### config.mk
export PLATFORM = sky130hd
export DESIGN_NAME = trig_sequencer
export DESIGN_NICKNAME = d
export VERILOG_FILES = /design/src/rtl/trig_seq_pkg.sv /design/src/rtl/trig_match.sv /design/src/rtl/trig_ctrl.sv /design/src/rtl/trig_sequencer.sv
export SDC_FILE = /design/constraint.sdc
export NUM_CORES = 1
export LEC_CHECK = 0
export BUFFER_PORTS_ARGS = -buffer_cell sky130_fd_sc_hd__clkbuf_2
export CORE_AREA = 2 2 139 141
export DETAILED_ROUTE_END_ITERATION = 8
export DIE_AREA = 0 0 141 143
export MAX_ROUTING_LAYER = met4
export SYNTH_ARGS = -nofsm -noshare
export SYNTH_HDL_FRONTEND = slang
export SYNTH_SLANG_ARGS = --single-unit
### constraint.sdc
create_clock -name clk -period 7.5 [get_ports clk]
set_input_delay 1.125 -clock clk [delete_from_list [all_inputs] [get_ports clk]]
set_output_delay 1.125 -clock clk [all_outputs]
set_load 0.02 [all_outputs]
### src/rtl/trig_seq_pkg.sv
package trig_seq_pkg;

  typedef enum logic [2:0] {
    COND_ANY  = 3'd0,
    COND_LOW  = 3'd1,
    COND_HIGH = 3'd2,
    COND_RISE = 3'd3,
    COND_FALL = 3'd4,
    COND_EDGE = 3'd5
  } cond_e;

  typedef struct packed {
    logic clrHist;   // forget previous sample (arm)
    logic sample;    // capture current sample as history
    logic clrCnt;    // empty the event counter
    logic incCnt;    // count one matching sample
  } seq_strobe_t;

endpackage

### src/rtl/trig_match.sv
module trig_match
  import trig_seq_pkg::*;
#(
  parameter int PROBE_W    = 8,
  parameter int NUM_LEVELS = 10,
  parameter int CNT_W      = 8,
  parameter int LVL_W      = 4
) (
  input  logic                          clk,
  input  logic                          rst_n,
  input  seq_strobe_t                   strobe,
  input  logic [LVL_W-1:0]              levelIdx,
  input  logic [PROBE_W-1:0]            probe,
  input  logic                          extTrigIn,
  input  logic [NUM_LEVELS*PROBE_W*3-1:0] condCfg,
  input  logic [NUM_LEVELS-1:0]         orMode,
  input  logic [NUM_LEVELS-1:0]         extUse,
  input  logic [NUM_LEVELS*CNT_W-1:0]   countCfg,
  output logic                          levelMatch,
  output logic                          levelMet
);

  localparam int LVL_BITS = PROBE_W * 3;

  logic [PROBE_W-1:0] prevProbe;
  logic               prevValid;
  logic [CNT_W-1:0]   hitCnt;
  logic [LVL_BITS-1:0] curCfg;
  logic [CNT_W-1:0]   curTarget;
  logic [PROBE_W-1:0] bitRel;
  logic [PROBE_W-1:0] bitHit;
  logic [PROBE_W:0]   termRel;
  logic [PROBE_W:0]   termHit;

  always_ff @(posedge clk) begin
    if (!rst_n || strobe.clrHist) begin
      prevProbe <= '0;
      prevValid <= 1'b0;
    end else if (strobe.sample) begin
      prevProbe <= probe;
      prevValid <= 1'b1;
    end
  end

  always_ff @(posedge clk) begin
    if (!rst_n || strobe.clrCnt) hitCnt <= '0;
    else if (strobe.incCnt)      hitCnt <= hitCnt + 1'b1;
  end

  always_comb begin
    curCfg    = condCfg[int'(levelIdx)*LVL_BITS +: LVL_BITS];
    curTarget = countCfg[int'(levelIdx)*CNT_W +: CNT_W];
  end

  for (genvar b = 0; b < PROBE_W; b++) begin : g_bit
    logic [2:0] code;
    assign code = curCfg[b*3 +: 3];
    always_comb begin
      bitRel[b] = 1'b1;
      bitHit[b] = 1'b0;
      case (code)
        COND_LOW:  bitHit[b] = !probe[b];
        COND_HIGH: bitHit[b] = probe[b];
        COND_RISE: bitHit[b] = prevValid && !prevProbe[b] && probe[b];
        COND_FALL: bitHit[b] = prevValid && prevProbe[b] && !probe[b];
        COND_EDGE: bitHit[b] = prevValid && (prevProbe[b] ^ probe[b]);
        default:   bitRel[b] = 1'b0;
      endcase
    end
  end

  always_comb begin
    termRel = {extUse[levelIdx], bitRel};
    termHit = {extTrigIn, bitHit} & termRel;
    if (termRel == '0)          levelMatch = 1'b1;
    else if (orMode[levelIdx])  levelMatch = |termHit;
    else                        levelMatch = (termHit == termRel);
    levelMet = levelMatch &&
               (({1'b0, hitCnt} + 1'b1) >= {1'b0, curTarget});
  end


  cnt_clear_chk: assert property (@(posedge clk) disable iff (!rst_n)
    strobe.clrCnt |=> (hitCnt == '0));


  cnt_step_chk: assert property (@(posedge clk) disable iff (!rst_n)
    (strobe.incCnt && !strobe.clrCnt) |=> (hitCnt == $past(hitCnt) + 1'b1));

endmodule

### src/rtl/trig_ctrl.sv
module trig_ctrl
  import trig_seq_pkg::*;
#(
  parameter int NUM_LEVELS = 10,
  parameter int LVL_W      = 4
) (
  input  logic             clk,
  input  logic             rst_n,
  input  logic             arm,
  input  logic             levelMatch,
  input  logic             levelMet,
  output seq_strobe_t      strobe,
  output logic [LVL_W-1:0] levelIdx,
  output logic             running,
  output logic             trigOut
);

  localparam logic [LVL_W-1:0] LAST_LVL = LVL_W'(NUM_LEVELS - 1);

  logic advance;
  assign advance = running && !arm && levelMet;

  always_comb begin
    strobe.clrHist = arm;
    strobe.sample  = running && !arm;
    strobe.clrCnt  = arm || advance;
    strobe.incCnt  = running && !arm && levelMatch && !levelMet;
  end

  always_ff @(posedge clk) begin
    if (!rst_n) begin
      running  <= 1'b0;
      levelIdx <= '0;
      trigOut  <= 1'b0;
    end else begin
      trigOut <= 1'b0;
      if (arm) begin
        running  <= 1'b1;
        levelIdx <= '0;
      end else if (advance) begin
        if (levelIdx == LAST_LVL) begin
          running <= 1'b0;
          trigOut <= 1'b1;
        end else begin
          levelIdx <= levelIdx + 1'b1;
        end
      end
    end
  end


  arm_start_chk: assert property (@(posedge clk) disable iff (!rst_n)
    arm |=> (running && levelIdx == '0));


  single_step_chk: assert property (@(posedge clk) disable iff (!rst_n)
    (running && !arm) |=> (!running || levelIdx == $past(levelIdx) ||
                           levelIdx == $past(levelIdx) + 1'b1));


  pulse_width_chk: assert property (@(posedge clk) disable iff (!rst_n)
    trigOut |=> !trigOut);


  fire_origin_chk: assert property (@(posedge clk) disable iff (!rst_n)
    trigOut |-> ($past(running) && $past(levelIdx) == LAST_LVL && !running));

endmodule

### src/rtl/trig_sequencer.sv
module trig_sequencer
  import trig_seq_pkg::*;
#(
  parameter int PROBE_W    = 8,
  parameter int NUM_LEVELS = 10,
  parameter int CNT_W      = 8,
  localparam int LVL_W     = (NUM_LEVELS > 1) ? $clog2(NUM_LEVELS) : 1
) (
  input  logic                            clk,
  input  logic                            rst_n,
  input  logic                            arm,
  input  logic [PROBE_W-1:0]              probe,
  input  logic                            extTrigIn,
  input  logic [NUM_LEVELS*PROBE_W*3-1:0] condCfg,
  input  logic [NUM_LEVELS-1:0]           orMode,
  input  logic [NUM_LEVELS-1:0]           extUse,
  input  logic [NUM_LEVELS*CNT_W-1:0]     countCfg,
  output logic                            trigOut,
  output logic                            running,
  output logic [LVL_W-1:0]                levelIdx
);

  seq_strobe_t strobe;
  logic        levelMatch;
  logic        levelMet;

  trig_ctrl #(.NUM_LEVELS(NUM_LEVELS), .LVL_W(LVL_W)) i_ctrl (
    .clk        (clk),
    .rst_n      (rst_n),
    .arm        (arm),
    .levelMatch (levelMatch),
    .levelMet   (levelMet),
    .strobe     (strobe),
    .levelIdx   (levelIdx),
    .running    (running),
    .trigOut    (trigOut)
  );

  trig_match #(.PROBE_W(PROBE_W), .NUM_LEVELS(NUM_LEVELS), .CNT_W(CNT_W),
               .LVL_W(LVL_W)) i_match (
    .clk        (clk),
    .rst_n      (rst_n),
    .strobe     (strobe),
    .levelIdx   (levelIdx),
    .probe      (probe),
    .extTrigIn  (extTrigIn),
    .condCfg    (condCfg),
    .orMode     (orMode),
    .extUse     (extUse),
    .countCfg   (countCfg),
    .levelMatch (levelMatch),
    .levelMet   (levelMet)
  );

endmodule

==> results_dict.tcl <==
set metrics [dict create \
    via_per_inst 5.40 \
    cts_root_buf "clkbuf_16" \
    h-tree-depth 1 \
    clk_path_buf_depth 2 \
    drive_above_1_share_pct 50.8 \
    floorplan.die_area_mm2 0.0202 \
    antennaDiodeCount 0 \
    postCtsResizedCells 0 \
    start_util_pct 27.8 \
    cp.arrival_ns 4.95 \
    clk-insertion-delay-late_ns 0.26 \
    via_count 6036 \
    wirelength_um 22000 \
    met3_usage_pct 2.68 \
    multi_input_area_mm2 0.00436 \
    grt_usage_pct 21.8 \
    fmax_mhz 210 \
    critPathRequiredTime_ns 7.68 \
    fp.coreArea_mm2 0.0186 \
    ir_worst_vdd_v 0.0000881 \
    tritoncts.num_buffers 3 \
    grt_antenna_before_repair 0 \
    placed_cells 1114 \
    wire_per_inst_um 19.7 \
    netlist_instances 562 \
    crit_chain "buf_4 > mux4_2 > mux2i_1 > o22ai_1 > ha_1 > nand2b_1 > a21o_1 > a21o_1 > a21o_1 > a21o_1 > a21oi_1 > o21ai_0 > a31oi_1 > or4bb_1 > a21oi_1" \
    synth_seq_cells 23 \
    io_buffer_count 357 \
    ant_nets 0 \
    p_leak_nw 3.06 \
    fillCellCount 1882 \
    critPathMostFrequentCell "a21o_1" \
    cp_slowest_cell "dfxtp_2" \
    drv_slew 0 \
    dp_hpwl_um 18700 \
    syn_to_final_growth_pct 37.2 \
    place_congestion 0.949 \
    io-pin-count 358 \
    cts_sinks 23 \
    dpl_cell_area_mm2 0.00699 \
    maxSlewHeadroom_pct 31.7 \
    synthArstFlopShare_pct 0 \
    drc 0 \
    grt.met2_usage_pct 41.2 \
    syn_nets 925 \
    cts_hold_buf 0 \
    cp-start-kind "flop" \
    holdPathStages 2 \
    dr.pass1.iters 6 \
    power.density_mw_per_mm2 65.2 \
    grt_max_degree 57 \
    finalCritPeriodShare_pct 63.6 \
    crit_type "flop to flop" \
    layout.nets 1248 \
    grt_overflow 0 \
    grt-busiest-layer "met2" \
    setup_tns_ns 0 \
    seqCellArea_um2 467 \
    ys_types 74 \
    clk_pin_slew_ns 0.07 \
    hold_violations 0 \
    drt-initial-drc-count 346 \
    cts_tree "built" \
    r2r_cells 15 \
    fin_cells 1118 \
    die_h_um 143 \
    final.setup_skew_ns 0.00501 \
    cp-end-kind "flop" \
    syn-cell-area_mm2 0.00516 \
    postSynthAreaPerCell_um2 9.17 \
    reg2reg_slack_ns 2.73 \
    setup_viol 0 \
    yosysSeqAreaShare_pct 8.93 \
    grt_pass1_wl_um 33100 \
    critPathMaxFanout 43 \
    worst_slew_pin_slew_ns 1.02 \
    fp.dieW_um 141 \
    max_stage_delay_ns 0.70 \
    maxCapViolCount 0 \
    grt_pass1_vias 6093 \
    synth_warnings 0 \
    rows 50 \
    status "completed" \
    post_cts.repair.setup_buffers 0 \
    grt_util_met1_pct 24.9 \
    rsz0062_at_grt "false" \
    min_period_ns 4.77 \
    final_area_mm2 0.00707 \
    synth_ff_type "dfxtp_1" \
    hp-class "flop to flop" \
    synth_edf_count 0 \
]
==> final cells by class <==
cell class	instances	area share, %
Multi-Input combinational cell	486	61.6
Tap cell	234	4.14
Inverter	8	0.425
Clock buffer	3	1.06
Sequential cell	23	6.60
Clock inverter	1	0.106
Timing Repair Buffer	363	26.1
==> power breakdown <==
group	switching (mW)	internal, mW	total [mW]	leakage (nW)
registers	0.00507	0.124	0.129	0.188
clock network	0.0480	0.0724	0.120	0.0371
logic	0.0898	0.122	0.212	2.83
==> cell usage in the layout, fill, tap and decap left out, types with 15 or more instances in the layout <==
cell / n
nand3_1: 15
mux4_2: 42
o22a_1: 15
nor2_1: 54
nand2_1: 27
mux2i_1: 89
o21ai_0: 15
dfxtp_1: 20
clkbuf_2: 357
mux2_2: 16
==> critical path, delay by kind of cell (launching register included) <==
family / cells / cell delay, ns
compound gates: 9 / 1.95
flops: 1 / 0.70
simple gates: 2 / 0.59
buf+inv: 1 / 0.59
mux: 2 / 0.52
fa+ha+maj: 1 / 0.32
==> stage by stage <==
stage | total power, mW | worst slack [ns] | util [%] | hold WS, ns
2_1_floorplan | 0.224 | 2.31 | - | 0.449
3_3_place_gp | 0.342 | 2.81 | 37.6 | 0.479
3_5_place_dp | 0.344 | 2.69 | 37.6 | 0.476
4_1_cts | 0.465 | 2.68 | 38.1 | 0.484
5_1_grt | 0.489 | 2.31 | 38.1 | 0.501
6_report | 0.461 | 2.73 | 38.1 | 0.485
==> cell usage after synthesis (8+ instances only) <==
cell      number  share of area, %
a21oi_1       11               1.1
o211ai_1       8               1.2
o22a_1        15               2.5
clkbuf_1      15               1.1
dfxtp_1       23               8.9
o22ai_1       14               1.7
ha_1          11               2.7
mux4_2        42                18
nand3_1       15               1.5
buf_2         12               1.2
nor2b_1       14               1.7
o21ai_1        9              0.87
mux2i_1       89                17
mux2_2        16               3.5
o21ai_0       15               1.5
nor2_1        54               3.9
nand2b_1      11               1.3
nand2_1       27               2.0
inv_1          8              0.58
==> per-layer routing <==
layer / share of wire (%) / vias up
li1: - / 2892
met1: 39 / 2844
met2: 53 / 282
met3: 6.7 / 18
met4: 1.4 / 0
met5: 0 / -
==> cell families (layout without fill, tap and decap cells) <==
| logic type | after synthesis | count (layout) | synth area share, % |
|---|---|---|---|
| multiplexers | 152 | 152 | 41.4 |
| buffers and inverters | 53 | 375 | 6.58 |
| flip-flops | 23 | 23 | 8.93 |
| adder cells (fa/ha/maj) | 11 | 11 | 2.67 |
| XOR/XNOR | 6 | 6 | 1.02 |
| AO/OA/AOI/OAI | 136 | 136 | 20.1 |
| AND/OR/NAND/NOR | 181 | 181 | 19.3 |
==> path summary, 6_finish.rpt <==
path | from | endpoint
setup / recovery | i_ctrl.levelIdx[1] | i_match.hitCnt[3]
hold / removal | i_match.hitCnt[1] | i_match.hitCnt[1]
setup reg to reg | i_ctrl.levelIdx[1] | i_match.hitCnt[3]
hold reg to reg | i_match.hitCnt[1] | i_match.hitCnt[1]
==> sequential cells by signal, indices dropped and copies added (netlist names) <==
name	cells
i_ctrl.levelIdx	4
i_match.hitCnt	8
i_ctrl.trigOut	1
i_match.prevValid	1
i_match.prevProbe	8
i_ctrl.running	1
Power figures use the tool's default switching activity.
